===== src/rtl/mt_pkg.sv =====
package mt_pkg;
  typedef enum logic [1:0] {
    MODE_NARROW = 2'd0,
    MODE_WIDE   = 2'd1,
    MODE_CAPT   = 2'd2,
    MODE_NALT   = 2'd3
  } mt_mode_e;

  localparam int ADDR_W   = 3;
  localparam int NFLAGS   = 3;
  localparam int FLAG_OVF = 0;
  localparam int FLAG_CA  = 1;
  localparam int FLAG_CB  = 2;

  localparam logic [ADDR_W-1:0] A_CMPA  = 3'd0;
  localparam logic [ADDR_W-1:0] A_CMPB  = 3'd1;
  localparam logic [ADDR_W-1:0] A_FLAGS = 3'd2;
  localparam logic [ADDR_W-1:0] A_MODE  = 3'd3;
  localparam logic [ADDR_W-1:0] A_CNTL  = 3'd4;
  localparam logic [ADDR_W-1:0] A_CNTH  = 3'd5;

  function automatic logic mode_is_wide(mt_mode_e m);
    return (m == MODE_WIDE) || (m == MODE_CAPT);
  endfunction
endpackage


===== src/rtl/mt_counter.sv =====
module mt_counter #(
  parameter int DW = 8,
  localparam int CW = 2 * DW
) (
  input  logic          clk,
  input  logic          rst_n,
  input  logic          en,
  input  logic          wide,
  output logic [CW-1:0] cnt,
  output logic [CW-1:0] cnt_next,
  output logic          wrap_evt
);
  function automatic logic [CW-1:0] step(logic [CW-1:0] c, logic w);
    if (w) return c + CW'(1);
    return {{DW{1'b0}}, c[DW-1:0] + DW'(1)};
  endfunction

  function automatic logic at_top(logic [CW-1:0] c, logic w);
    return w ? (&c) : (&c[DW-1:0]);
  endfunction

  assign cnt_next = step(cnt, wide);
  assign wrap_evt = en && at_top(cnt, wide);

  always_ff @(posedge clk) begin
    if (!rst_n)  cnt <= '0;
    else if (en) cnt <= cnt_next;
  end
endmodule


===== src/rtl/mt_compare.sv =====
module mt_compare #(
  parameter int DW = 8,
  localparam int CW = 2 * DW
) (
  input  logic          clk,
  input  logic          rst_n,
  input  logic          wr_a,
  input  logic          wr_b,
  input  logic [DW-1:0] wr_data,
  input  logic          capture,
  input  logic          cnt_en,
  input  logic          wide,
  input  logic          capt_mode,
  input  logic [CW-1:0] cnt,
  input  logic [CW-1:0] cnt_next,
  output logic [DW-1:0] reg_a,
  output logic [DW-1:0] reg_b,
  output logic          match_a,
  output logic          match_b
);
  function automatic logic hit_a(logic [CW-1:0] n, logic [DW-1:0] a,
                                 logic [DW-1:0] b, logic w);
    return w ? (n == {b, a}) : (n[DW-1:0] == a);
  endfunction

  assign match_a = cnt_en && !capt_mode && hit_a(cnt_next, reg_a, reg_b, wide);
  assign match_b = cnt_en && !wide && (cnt_next[DW-1:0] == reg_b);

  always_ff @(posedge clk) begin
    if (!rst_n) begin
      reg_a <= '0;
      reg_b <= '0;
    end else if (capture) begin
      reg_a <= cnt[DW-1:0];
      reg_b <= cnt[CW-1:DW];
    end else begin
      if (wr_a) reg_a <= wr_data;
      if (wr_b) reg_b <= wr_data;
    end
  end
endmodule


===== src/rtl/mt_flags.sv =====
module mt_flags #(
  parameter int NF = 3
) (
  input  logic          clk,
  input  logic          rst_n,
  input  logic [NF-1:0] set,
  input  logic [NF-1:0] clr,
  output logic [NF-1:0] q
);
  always_ff @(posedge clk) begin
    if (!rst_n) q <= '0;
    else        q <= (q & ~clr) | set;
  end
endmodule


===== src/rtl/mode_timer.sv =====
module mode_timer
  import mt_pkg::*;
#(
  parameter int DW = 8,
  localparam int CW = 2 * DW
) (
  input  logic              clk,
  input  logic              rst_n,
  input  logic              wr_en,
  input  logic [ADDR_W-1:0] wr_addr,
  input  logic [DW-1:0]     wr_data,
  input  logic [ADDR_W-1:0] rd_addr,
  output logic [DW-1:0]     rd_data,
  input  logic              cnt_en,
  input  logic              cap_trig,
  input  logic              gie,
  input  logic [NFLAGS-1:0] irq_en,
  input  logic [NFLAGS-1:0] irq_ack,
  output logic [NFLAGS-1:0] irq
);
  mt_mode_e          mode_q;
  logic              wide;
  logic              capt_mode;
  logic [CW-1:0]     cnt_q;
  logic [CW-1:0]     cnt_nx;
  logic              ovf_evt;
  logic [DW-1:0]     cmpa_q;
  logic [DW-1:0]     cmpb_q;
  logic              mat_a_evt;
  logic              mat_b_evt;
  logic              cap_evt;
  logic [NFLAGS-1:0] flags_q;
  logic [NFLAGS-1:0] flag_set;
  logic [NFLAGS-1:0] flag_clr;
  logic [NFLAGS-1:0] host_clr;

  assign wide      = mode_is_wide(mode_q);
  assign capt_mode = (mode_q == MODE_CAPT);
  assign cap_evt   = cap_trig && capt_mode;

  always_ff @(posedge clk) begin
    if (!rst_n)                            mode_q <= MODE_NARROW;
    else if (wr_en && wr_addr == A_MODE)   mode_q <= mt_mode_e'(wr_data[1:0]);
  end

  mt_counter #(.DW(DW)) u_cnt (
    .clk      (clk),
    .rst_n    (rst_n),
    .en       (cnt_en),
    .wide     (wide),
    .cnt      (cnt_q),
    .cnt_next (cnt_nx),
    .wrap_evt (ovf_evt)
  );

  mt_compare #(.DW(DW)) u_cmp (
    .clk       (clk),
    .rst_n     (rst_n),
    .wr_a      (wr_en && wr_addr == A_CMPA),
    .wr_b      (wr_en && wr_addr == A_CMPB),
    .wr_data   (wr_data),
    .capture   (cap_evt),
    .cnt_en    (cnt_en),
    .wide      (wide),
    .capt_mode (capt_mode),
    .cnt       (cnt_q),
    .cnt_next  (cnt_nx),
    .reg_a     (cmpa_q),
    .reg_b     (cmpb_q),
    .match_a   (mat_a_evt),
    .match_b   (mat_b_evt)
  );

  assign host_clr = (wr_en && wr_addr == A_FLAGS) ? wr_data[NFLAGS-1:0] : '0;
  assign flag_clr = host_clr | irq_ack;

  always_comb begin
    flag_set           = '0;
    flag_set[FLAG_OVF] = ovf_evt;
    flag_set[FLAG_CA]  = mat_a_evt;
    flag_set[FLAG_CB]  = mat_b_evt;
  end

  mt_flags #(.NF(NFLAGS)) u_flg (
    .clk   (clk),
    .rst_n (rst_n),
    .set   (flag_set),
    .clr   (flag_clr),
    .q     (flags_q)
  );

  assign irq = flags_q & irq_en & {NFLAGS{gie}};

  always_comb begin
    rd_data = '0;
    case (rd_addr)
      A_CMPA:  rd_data = cmpa_q;
      A_CMPB:  rd_data = cmpb_q;
      A_FLAGS: rd_data[NFLAGS-1:0] = flags_q;
      A_MODE:  rd_data[1:0] = mode_q;
      A_CNTL:  rd_data = cnt_q[DW-1:0];
      A_CNTH:  rd_data = cnt_q[CW-1:DW];
      default: rd_data = '0;
    endcase
  end
endmodule


===== config.mk =====
export PLATFORM = sky130hd
export DESIGN_NAME = mode_timer
export DESIGN_NICKNAME = d
export VERILOG_FILES = /design/src/rtl/mt_pkg.sv /design/src/rtl/mt_counter.sv /design/src/rtl/mt_compare.sv /design/src/rtl/mt_flags.sv /design/src/rtl/mode_timer.sv
export SDC_FILE = /design/constraint.sdc
export NUM_CORES = 1
export LEC_CHECK = 0
export ABC_AREA = 1
export BUFFER_PORTS_ARGS = -buffer_cell sky130_fd_sc_hd__buf_2
export CORE_UTILIZATION = 45
export DETAILED_ROUTE_END_ITERATION = 7
export GPL_ROUTABILITY_DRIVEN = 0
export GPL_TIMING_DRIVEN = 1
export PLACE_DENSITY = 0.74
export SYNTH_ARGS = -nofsm -noshare
export SYNTH_HDL_FRONTEND = slang
export SYNTH_SLANG_ARGS = --single-unit

===== constraint.sdc =====
create_clock -name clk -period 2.1 [get_ports clk]
set_input_delay 0.105 -clock clk [delete_from_list [all_inputs] [get_ports clk]]
set_output_delay 0.105 -clock clk [all_outputs]
set_load 0.05 [all_outputs]

==> Word level (Yosys, flattened, before mapping) <==
Index checks and enable logic that the tools add are counted.
{ "totals": {"reg_bits": 37, "input_bits": 26, "output_inout_bits": 11} }
{ "classes": {"n_addsub": 2, "eq_ne": 13, "muxes": 13, "bitwise_logic": 6, "n_reduce_logical": 19} }
{ "ops": {"columns": ["operator", "count"], "rows": [
  ["$mux W16", 2],
  ["$mux W8", 4],
  ["$pmux W5 S4", 1],
  ["$add A16 B1 Y16 const B", 1],
  ["$eq A16 B16 Y1", 1],
  ["$eq A8 B8 Y1", 2],
  ["$reduce_and A16 Y1", 1],
  ["$eq A3 B2 Y1 const B", 4],
  ["$pmux W2 S6", 1],
  ["$logic_and A1 B1 Y1", 10],
  ["$and A3 B3 Y3", 3],
  ["$add A8 B1 Y8 const B", 1],
  ["$reduce_and A8 Y1", 1],
  ["$eq A3 B1 Y1 const B", 2],
  ["$eq A3 B3 Y1 const B", 2],
  ["$logic_not A3 Y1", 2],
  ["$or A3 B3 Y3", 2],
  ["$pmux W1 S5", 1],
  ["$reduce_bool A2 Y1", 2],
  ["$mux W1", 3],
  ["$mux W3", 1],
  ["$not A3 Y3", 1],
  ["$eq A2 B1 Y1 const B", 1],
  ["$eq A2 B2 Y1 const B", 1],
  ["2 further kinds", 3]
]} }

==> Longest topological paths before layout <==
Gate-level depths: netlist of the first run.
{ "depth": {"word_depth": 8, "depth_mapped": 16} }

==> By module <==
From an unflattened synthesis of the first run, not the netlist that was laid out.
{ "unflattened": {"cells_unflattened": 495, "hier_area_um2": 3019.1} }
{ "modules_own_cells": {"columns": ["module", "n_inst", "cells_per_inst", "area_each_um2"], "rows": [
  ["mt_compare", 1, 210, 1237.4],
  ["mt_counter", 1, 157, 1073.5],
  ["mode_timer", 1, 112, 595.6],
  ["mt_flags", 1, 16, 112.6]
]} }

==> Worst setup path after synthesis of the first run <==
OpenSTA, ideal clock, no wires.
{ "synth_timing": {"path_kind": "flip-flop to flip-flop", "from": "reg u_cnt.cnt[0]", "to": "reg u_flg.q[1]", "setup_ns": 0.067, "arrival_ns": 1.632, "t_required_ns": 2.033, "setup_slack_ns": 0.400, "stages_incl_launch_ff": 16, "path_cell_list": "dfxtp_1 ha_1 nand2_1 nor2_1 nand3_1 nand2_1 nand3_1 nand2_1 nand2_1 clkinv_1 nand2_1 nor2_1 nand2_1 nand2_1 nand2_1 a21oi_2"} }
{ "synth_between": {"elab_chain_cells": 7, "elab_cells_between_ends": 9, "cone_classes": "add/sub: 2; eq/ne: 2; mux: 3; bitwise: 1; reduce/logical: 1"} }
{ "synth_lines": {"columns": ["element", "line", "source"], "rows": [
  ["start: declaration", "mt_counter.sv:9", "output logic [CW-1:0] cnt,"],
  ["start signal: assignment", "mt_counter.sv:27", "else if (en) cnt <= cnt_next;"],
  ["$add A16 B1 Y16", "mt_counter.sv:14", "if (w) return c + CW'(1);"],
  ["$mux W16", "mt_counter.sv:14", null],
  ["$mux W16 *", "mt_counter.sv:15", "return {{DW{1'b0}}, c[DW-1:0] + DW'(1)};"],
  ["$eq A16 B16 Y1 or $eq A8 B8 Y1 (tied branches)", "mt_compare.sv:23", "return w ? (n == {b, a}) : (n[DW-1:0] == a);"],
  ["$mux W1 *", "mt_compare.sv:23", null],
  ["$logic_and A1 B1 Y1 *", "mt_compare.sv:26", "assign match_a = cnt_en && !capt_mode && hit_a(cnt_next, reg_a, reg_b, wide);"],
  ["$or A3 B3 Y3 *", "mt_flags.sv:12", "else q <= (q & ~clr) | set;"],
  ["end signal: assignment", "mt_flags.sv:12", null],
  ["end: declaration", "mt_flags.sv:8", "output logic [NF-1:0] q"]
]} }
Every way passes the cells marked *; elsewhere a longest branch is shown, timed or not. The select of a mux whose other input is x is not followed.
A chain may end at the register's enable or synchronous reset.

==> Worst setup path in the final report of the first run <==
{ "layout_timing": {"from": "reg u_cnt.cnt[1]", "to": "reg u_flg.q[1]"} }
The elaborated chain is that of the path after synthesis.

==> metrics.csv, run 1 <==
stage;metric;value;unit
route;drcViolationCount;0;
clocking;clk_latency;0.29;ns
finish;layout_commonest_cell;nand2_1;
route;drt-met1-wl;3.39;mm
clocking;cts_tree;built;
finish;area_delta_synth_final;16.9;%
finish;layout_common_cells;nand2_1, inv_1, dfxtp_1;
finish;utilization;54.8;%
logic_synthesis;ys_types;37;
global_routing;antenna_found_initial;0;
timing;tightest_slew;0.733;ns
floorplan;die_h;78.0;um
global_routing;grt_pass1_wl;12.7;mm
logic_synthesis;netlist_area;0.00260;mm^2
route;antenna_left;0;
outcome;status;completed;
global_routing;grt.overflow.total;0;
logic_synthesis;synth_compound_area_share;21.0;%
route;first_pass_iters;5;
clocking;htreeDepth;2;
clocking;clk_pin_slew;0.07;ns
clocking;cts_setup_buffers;0;
logic_synthesis;syn_area_per_cell;6.43;um^2
timing;relSlewSlack;51.1;%
setup_path;crit_fanout;5;
route;first_iter_violations;316;
global_routing;grt_max_degree;30;
timing;fin_skew;0.00451;ns
clocking;cts_made_buffers;5;
timing;hold_ws;0.0776;ns
floorplan;dieArea;0.00608;mm^2
clocking;cts_root_buf;clkbuf_8;
timing;fmax;520;MHz
timing;finalSetupViolations;0;
floorplan;coreArea;0.00554;mm^2
logic_synthesis;ys_ff_latch;37;
clocking;clock-sinks;37;
logic_synthesis;synth-adder-area-share;0.964;%
logic_synthesis;synth_cells;404;
power;p_per_area;568;mW/mm^2
floorplan;ios;37;
logic_synthesis;yosys_warnings;0;
finish;n_antenna_cell;0;
setup_path;rrSetupSlack;0.18;ns
global_routing;grt_pass1_vias;2673;
timing;slew_violations;0;
floorplan;rows;27;
flow_run;drv_cap;0;
logic_synthesis;synthSimpleGateAreaFrac;34.7;%
logic_synthesis;synth.area.mux_share;0;%
clocking;cts_buffer_depth;2;
setup_path;end_kind;flop;
route;num_vias;2895;
route;route.met2.wl;3.68;mm
timing;period_share;91.5;%
floorplan;dieWidth;78.0;um
floorplan;initial_core_util;46.9;%
logic_synthesis;synth_top_family_by_area;simple AND/OR/NAND/NOR gates;
setup_path;crit_path_start_kind;flop;
logic_synthesis;ys_seq_area_share;28.5;%
finish;drive_above_1_share;17.8;%
setup_path;critPathRequiredTime;2.25;ns
timing;min_period;1.92;ns
route;met3WireLength;496;um
timing;finalHoldViolCount;0;
route;viasPerCell;5.56;
setup_path;worstPathArrival;2.07;ns
worst_hold_path;hp-class;in2reg;
place;hpwlAfterDp;5.97;mm
clocking;cts_hold_buf;0;
route;routed_wl;7.80;mm
global_routing;grt_usage;26.9;%
logic_synthesis;synth_xor_xnor_area_share;3.71;%
power;ir_drop;0.319;mV
route;post_drt_wl_per_cell;15.0;um
finish;final_nets;476;
power;p_leak;1.27;nW
place;portBuffers;36;
logic_synthesis;synth_nets;432;
route;routed.top_layer;met4;
setup_path;worstSetupPathType;reg2reg;
[cells by family after synthesis]
group,after synthesis
AND/OR/NAND/NOR,192
AO/OA/AOI/OAI,89
buffers and inverters,73
flip-flops,37
XOR/XNOR,11
adder cells (fa/ha/maj),2
[timing repair]
action,4_1_cts,5_1_grt
endpoints found under the setup margin,0,1
resized for setup,0,3
hold endpoints to repair,0,0
[power breakdown]
group | total (mW) | switching (mW) | internal (mW)
registers | 0.774 | 0.0442 | 0.730
logic | 0.301 | 0.195 | 0.106
clock network | 0.648 | 0.261 | 0.387
total | 1.72 | 0.500 | 1.22
[flip-flops by register name, summed over array words and instances, names as in the netlist]
register     flops
u_cnt.cnt       16
u_cmp.reg_a      8
u_cmp.reg_b      8
u_flg.q          3
mode_q           2
[worst paths after layout]
| kind | start | to | cells after the start |
|---|---|---|---|
| worst max register to register | u_cnt.cnt[1] | u_flg.q[1] | 10 |
| worst min register to register | u_cmp.reg_a[3] | u_cmp.reg_a[3] | 2 |
| worst min-delay path | wr_data[0] | mode_q[0] | 3 |
| worst max-delay path | u_cnt.cnt[1] | u_flg.q[1] | 10 |
[cell type report]
cell class / instances / area [um^2]
clock buffers: 7 / 86.3
clock inverters: 1 / 30.0
fillers: 567 / 2510
inverters: 61 / 229
multi-input cells: 294 / 1580
flip-flops and latches: 37 / 741
well taps: 72 / 90.1
repair buffers: 49 / 278
[worst max-delay path: stages (launching register included)]
cell	delay (ns)
dfxtp_1	0.43
ha_2	0.25
nand3_2	0.13
nor2_4	0.17
xor2_2	0.20
inv_1	0.10
o21ai_0	0.18
nand3b_1	0.14
nor2_1	0.06
nand2_1	0.09
a21oi_2	0.05
[metal layers]
layer,global-route usage [%],vias to the layer above
li1,-,1447
met1,33.4,1281
met2,45.8,143
met3,3.88,24
met4,12.6,0
met5,0,-
[metrics by stage]
step / instances / area, um^2 / worst slack, ns / TNS (ns) / total power, mW
CTS: 521 / 3020 / 0.133 / 0 / 1.72
floorplan: 404 / 2600 / 0.400 / 0 / 0.976
finish: 521 / 3030 / 0.178 / 0 / 1.72
global route: 521 / 3030 / -0.0610 / -0.0610 / 1.80
global placement: 513 / 2910 / 0.170 / 0 / 1.08
detailed placement: 513 / 2910 / 0.160 / 0 / 1.08
[synthesized netlist by cell type (all sizes together)]
master   count  area [um^2]
a211oi       1         7.51
a21oi       33          169
a221o        3         30.0
a221oi       1         8.76
a22oi       11         82.6
a31oi        6         37.5
and2         1         6.26
buf          3         23.8
clkbuf       9         35.0
clkinv       5         18.8
dfxtp       37          741
ha           2         25.0
inv         56          210
nand2      101          392
nand3       25          140
nand3b       4         30.0
nand4       17          106
nor2        35          169
nor3         6         40.0
nor4         2         12.5
o2111ai      3         26.3
o211ai       8         60.1
o21ai       17         85.1
o22ai        6         37.5
or2          1         6.26
xnor2        1         8.76
xor2        10         87.6
Note: power is estimated with default switching activity, not from simulation.
==> run 2, diff against run 1 <==
--- a/config.mk
+++ b/config.mk
@@ -12,6 +12,7 @@
 export GPL_ROUTABILITY_DRIVEN = 0
 export GPL_TIMING_DRIVEN = 1
 export PLACE_DENSITY = 0.74
+export RECOVER_POWER = 50
 export SYNTH_ARGS = -nofsm -noshare
 export SYNTH_HDL_FRONTEND = slang
 export SYNTH_SLANG_ARGS = --single-unit
==> run 2 against run 1 <==
- critical path depth did not move
- clock-buffer cell count did not move
- total power barely moved
- highest routed layer unchanged
- largest cell class unchanged
- die area did not move
- sequential power barely moved
- critical path type unchanged
- core utilization fell by 0.20 points
- via count rose by 1.1%
- setup slack got worse by 0.0018 ns
- wire length barely moved
- register-to-register slack barely moved
- first-iteration DRC count fell by 2.2%
==> metrics.csv, run 2 (synthesized netlist as in run 1, its figures left out) <==
stage;metric;value;unit
clocking;cts_setup_buffers;0;
power;ir_drop;0.320;mV
finish;regMostFlops;u_cnt.cnt;
clocking;clk_latency;0.29;ns
finish;final_nets;476;
worst_hold_path;hp-class;in2reg;
power;p_leak;1.24;nW
global_routing;grt_usage;26.9;%
finish;top_regs;u_cnt.cnt (16), u_cmp.reg_a (8), u_cmp.reg_b (8);
clocking;cts_buffer_depth;2;
timing;tightest_slew;0.733;ns
timing;min_period;1.92;ns
floorplan;ios;37;
route;first_pass_iters;6;
timing;fmax;520;MHz
route;routed_wl;7.80;mm
global_routing;grt_pass1_wl;12.7;mm
timing;period_share;91.6;%
finish;area_delta_synth_final;16.4;%
clocking;htreeDepth;2;
global_routing;grt.overflow.total;0;
global_routing;grt_pass1_vias;2673;
route;post_drt_wl_per_cell;15.0;um
timing;finalSetupViolations;0;
timing;slew_violations;0;
setup_path;worstSetupPathType;reg2reg;
setup_path;end_kind;flop;
route;viasPerCell;5.62;
timing;relSlewSlack;51.1;%
route;num_vias;2928;
timing;fin_ws;0.177;ns
setup_path;critPathRequiredTime;2.25;ns
global_routing;grt_max_degree;30;
finish;register_area;741;um^2
finish;fillers;568;
outcome;status;completed;
floorplan;die_h;78.0;um
route;antenna_left;0;
place;hpwlAfterDp;5.97;mm
setup_path;crit_fanout;5;
floorplan;rows;27;
setup_path;worstPathArrival;2.08;ns
setup_path;crit_path_start_kind;flop;
floorplan;initial_core_util;46.9;%
route;drcViolationCount;0;
flow_run;drv_cap;0;
finish;drive_above_1_share;15.8;%
finish;n_antenna_cell;0;
finish;utilization;54.6;%
clocking;clk_pin_slew;0.07;ns
finish;multi_input_area;0.00158;mm^2
place;pre_cts_ws;0.160;ns
finish;largest_reg_flops;16;
timing;fin_skew;0.00421;ns
route;first_iter_violations;309;
floorplan;dieWidth;78.0;um
finish;layout_commonest_cell;nand2_1;
global_routing;antenna_found_initial;0;
floorplan;coreArea;0.00554;mm^2
clocking;cts_made_buffers;5;
clocking;cts_root_buf;clkbuf_8;
floorplan;dieArea;0.00608;mm^2
place;portBuffers;36;
power;p_per_area;570;mW/mm^2
timing;finalHoldViolCount;0;
clocking;cts_tree;built;
finish;layout_common_cells;nand2_1, inv_1, dfxtp_1;
clocking;clock-sinks;37;
timing;fin_setup_tns;0;ns
-- run 2: cell types whose count changed in the layout (fill, tap and decap cells not counted), sizes merged --
cell and delta:
buf -9, clkbuf +9
-- run 2: path summary, 6_finish.rpt --
kind,from,endpoint,slack (ns),cells past startpoint
setup / recovery,u_cnt.cnt[1],u_flg.q[1],0.18,10
hold / removal,wr_data[0],mode_q[0],0.08,3
setup reg to reg,u_cnt.cnt[1],u_flg.q[1],0.18,10
hold reg to reg,u_cmp.reg_a[6],u_cmp.reg_a[6],0.50,2
-- run 2: critical path: stages (launching register included) --
cell	delay [ns]
dfxtp_1	0.42
ha_2	0.25
nand3_2	0.13
nor2_4	0.17
xor2_2	0.20
inv_1	0.10
o21ai_0	0.18
nand3b_1	0.14
nor2_1	0.06
nand2_1	0.09
a21oi_2	0.05
-- run 2: per-stage QoR --
step | hold WS, ns | instance area, um^2 | power [mW] | cells
after detailed placement | 0.386 | 2910 | 1.08 | 513
after global routing | 0.0826 | 3020 | 1.80 | 521
after global placement | 0.375 | 2910 | 1.08 | 513
after CTS | 0.0714 | 3020 | 1.72 | 521
final | 0.0764 | 3020 | 1.72 | 521
after floorplan | 0.243 | 2600 | 0.976 | 404
-- run 2: final cells by class --
type                            count  area share [%]
Clock buffer                        7            2.86
Clock inverter                      1           0.993
Timing Repair Buffer               49            8.82
Multi-Input combinational cell    294            52.3
Tap cell                           72            2.98
Sequential cell                    37            24.5
Inverter                           61            7.57
-- run 2: power breakdown --
part	switching [mW]	total, mW	internal [mW]
logic	0.195	0.300	0.105
clock network	0.261	0.648	0.387
registers	0.0440	0.774	0.730
-- run 2: metal layers --
layer	global-route usage, %	routed length, um	share of wire (%)	vias to the layer above
li1	-	-	-	1447
met1	33.4	3350	43	1309
met2	45.8	3660	47	141
met3	3.88	507	6.5	31
met4	12.6	284	3.6	0
met5	0	0	0	-
-- run 2: what timing repair did --
action | in CTS | in global routing
endpoints found under the setup margin | 0 | 1
resized for setup | 0 | 3
hold buffers | 0 | 0
==> run 3, diff against run 2 <==
--- a/config.mk
+++ b/config.mk
@@ -12,7 +12,7 @@
 export GPL_ROUTABILITY_DRIVEN = 0
 export GPL_TIMING_DRIVEN = 1
 export PLACE_DENSITY = 0.74
-export RECOVER_POWER = 50
+export RECOVER_POWER = 100
 export SYNTH_ARGS = -nofsm -noshare
 export SYNTH_HDL_FRONTEND = slang
 export SYNTH_SLANG_ARGS = --single-unit
==> run 3 against run 2 <==
- first-iteration DRC count did not move
- wire length shrank 0.37%
- non-clock buffer count is the same
- maximum frequency barely moved
- core utilization fell by 0.090 points
- via count fell by 1.1%
- die area unchanged
- register-to-register slack is essentially flat
- sequential share of layout area barely moved
- flip-flop and latch count unchanged
- highest routed layer unchanged
==> metrics.csv, run 3 (synthesized netlist as in run 1, its figures left out) <==
stage;metric;value;unit
floorplan;coreArea;0.00554;mm^2
clocking;htreeDepth;2;
outcome;status;completed;
timing;relSlewSlack;52.4;%
clocking;clock-sinks;37;
finish;regMostFlops;u_cnt.cnt;
power;p_leak;1.23;nW
global_routing;antenna_found_initial;0;
setup_path;cp_slowest_stage_delay;0.42;ns
floorplan;dieArea;0.00608;mm^2
floorplan;die_h;78.0;um
clocking;cts_made_buffers;5;
route;first_pass_iters;5;
timing;hold_ws;0.0767;ns
power;seq_power_share;45.0;%
global_routing;grt_pass1_vias;2673;
setup_path;crit_fanout;5;
worst_hold_path;hp-class;in2reg;
global_routing;grt.overflow.total;0;
timing;slew_violations;0;
setup_path;crit_path_cell_trace;ha_2 -> nand3_2 -> nor2_4 -> xor2_2 -> inv_1 -> o21ai_0 -> nand3b_1 -> nor2_1 -> nand2_1 -> a21oi_2;
floorplan;initial_core_util;46.9;%
floorplan;rows;27;
power;p_comb_share;17.3;%
route;routed_wl;7.78;mm
clocking;cts_tree;built;
floorplan;ios;37;
clocking;clk_latency;0.29;ns
global_routing;grt_pass1_wl;12.7;mm
finish;top_regs;u_cnt.cnt (16), u_cmp.reg_a (8), u_cmp.reg_b (8);
route;num_vias;2897;
clocking;cts_root_buf;clkbuf_8;
timing;finalHoldViolCount;0;
setup_path;end_kind;flop;
global_routing;grt_usage;26.9;%
finish;fillers;570;
finish;register_area;741;um^2
finish;final_nets;476;
finish;layout_common_cells;nand2_1, inv_1, dfxtp_1;
route;viasPerCell;5.56;
floorplan;dieWidth;78.0;um
place;hpwlAfterDp;5.97;mm
power;p_per_area;570;mW/mm^2
finish;largest_reg_flops;16;
clocking;cts_buffer_depth;2;
timing;fmax;520;MHz
route;drcViolationCount;0;
power;switching_share;29.0;%
setup_path;cpLargestDelayFamily;simple AND/OR/NAND/NOR gates;
global_routing;grt_max_degree;30;
power;ir_drop;0.321;mV
timing;fin_skew;0.00309;ns
power;pwr-share-clk;37.7;%
finish;drive_above_1_share;15.4;%
power;power.switching;0.499;mW
power;p_int;1.22;mW
finish;utilization;54.5;%
clocking;clk_pin_slew;0.07;ns
timing;finalSetupViolations;0;
route;antenna_left;0;
setup_path;worstPathArrival;2.08;ns
finish;layout_commonest_cell;nand2_1;
flow_run;drv_cap;0;
route;first_iter_violations;309;
route;post_drt_wl_per_cell;14.9;um
setup_path;crit_buf_inv;1;
timing;min_period;1.92;ns
setup_path;critPathSlowestCell;dfxtp_1;
setup_path;critPathRequiredTime;2.25;ns
setup_path;crit_path_start_kind;flop;
finish;multi_input_area;0.00158;mm^2
finish;n_antenna_cell;0;
setup_path;worstSetupPathType;reg2reg;
timing;period_share;91.6;%
timing;tightest_slew;0.714;ns
place;portBuffers;36;
finish;area_delta_synth_final;16.2;%
## run 3: cell types whose count changed in the layout (fill, tap and decap cells not counted), sizes merged
cell / before / now
buf: 40 / 37
clkbuf: 16 / 19
## run 3: stage by stage
stage	total power, mW	setup slack, ns	std cells	TNS (ns)	cell area (um^2)
final	1.72	0.177	521	0	3020
after global routing	1.80	-0.0610	521	-0.0610	3020
after CTS	1.72	0.133	521	0	3020
after detailed placement	1.08	0.160	513	0	2910
after global placement	1.08	0.170	513	0	2910
after floorplan	0.976	0.400	404	0	2600
## run 3: final cells by class
type                            count  share of cell area [%]
Sequential cell                    37                    24.5
Inverter                           61                    7.59
Timing Repair Buffer               49                    8.67
Multi-Input combinational cell    294                    52.4
Clock buffer                        7                    2.86
Tap cell                           72                    2.99
Clock inverter                      1                   0.995
## run 3: timing repair
| item | 4_1_cts | 5_1_grt |
|---|---|---|
| buffers inserted | 0 | 0 |
| endpoints found under the hold margin | 0 | 0 |
| gates resized for setup | 0 | 3 |
| setup endpoints to repair | 0 | 1 |
| hold buffers | 0 | 0 |
## run 3: tightest hold or removal path, cell delays in order
cell     delay (ns)
buf_2          0.10
inv_1          0.06
a21oi_1        0.06
## run 3: worst paths after layout
path                                      from              to  slack (ns)  cells after the start
worst max-delay path              u_cnt.cnt[1]      u_flg.q[1]        0.18                     10
worst min-delay path                wr_data[0]       mode_q[0]        0.08                      3
worst max register to register    u_cnt.cnt[1]      u_flg.q[1]        0.18                     10
worst min register to register  u_cmp.reg_a[3]  u_cmp.reg_a[3]        0.50                      2
## run 3: layer usage
metal,part of all wire [%],GRT usage [%]
met3,7.0,3.88
met1,43,33.4
met5,0,0
met2,47,45.8
met4,3.4,12.6
## run 3: power by group through the flow
| stage | registers [mW] | logic [mW] | clock network [mW] |
|---|---|---|---|
| global placement | 0.787 | 0.289 | 0 |
| floorplan | 0.773 | 0.203 | 0 |
| CTS | 0.772 | 0.293 | 0.659 |
| detailed placement | 0.788 | 0.292 | 0 |
| global route | 0.778 | 0.333 | 0.685 |
| finish | 0.774 | 0.298 | 0.649 |
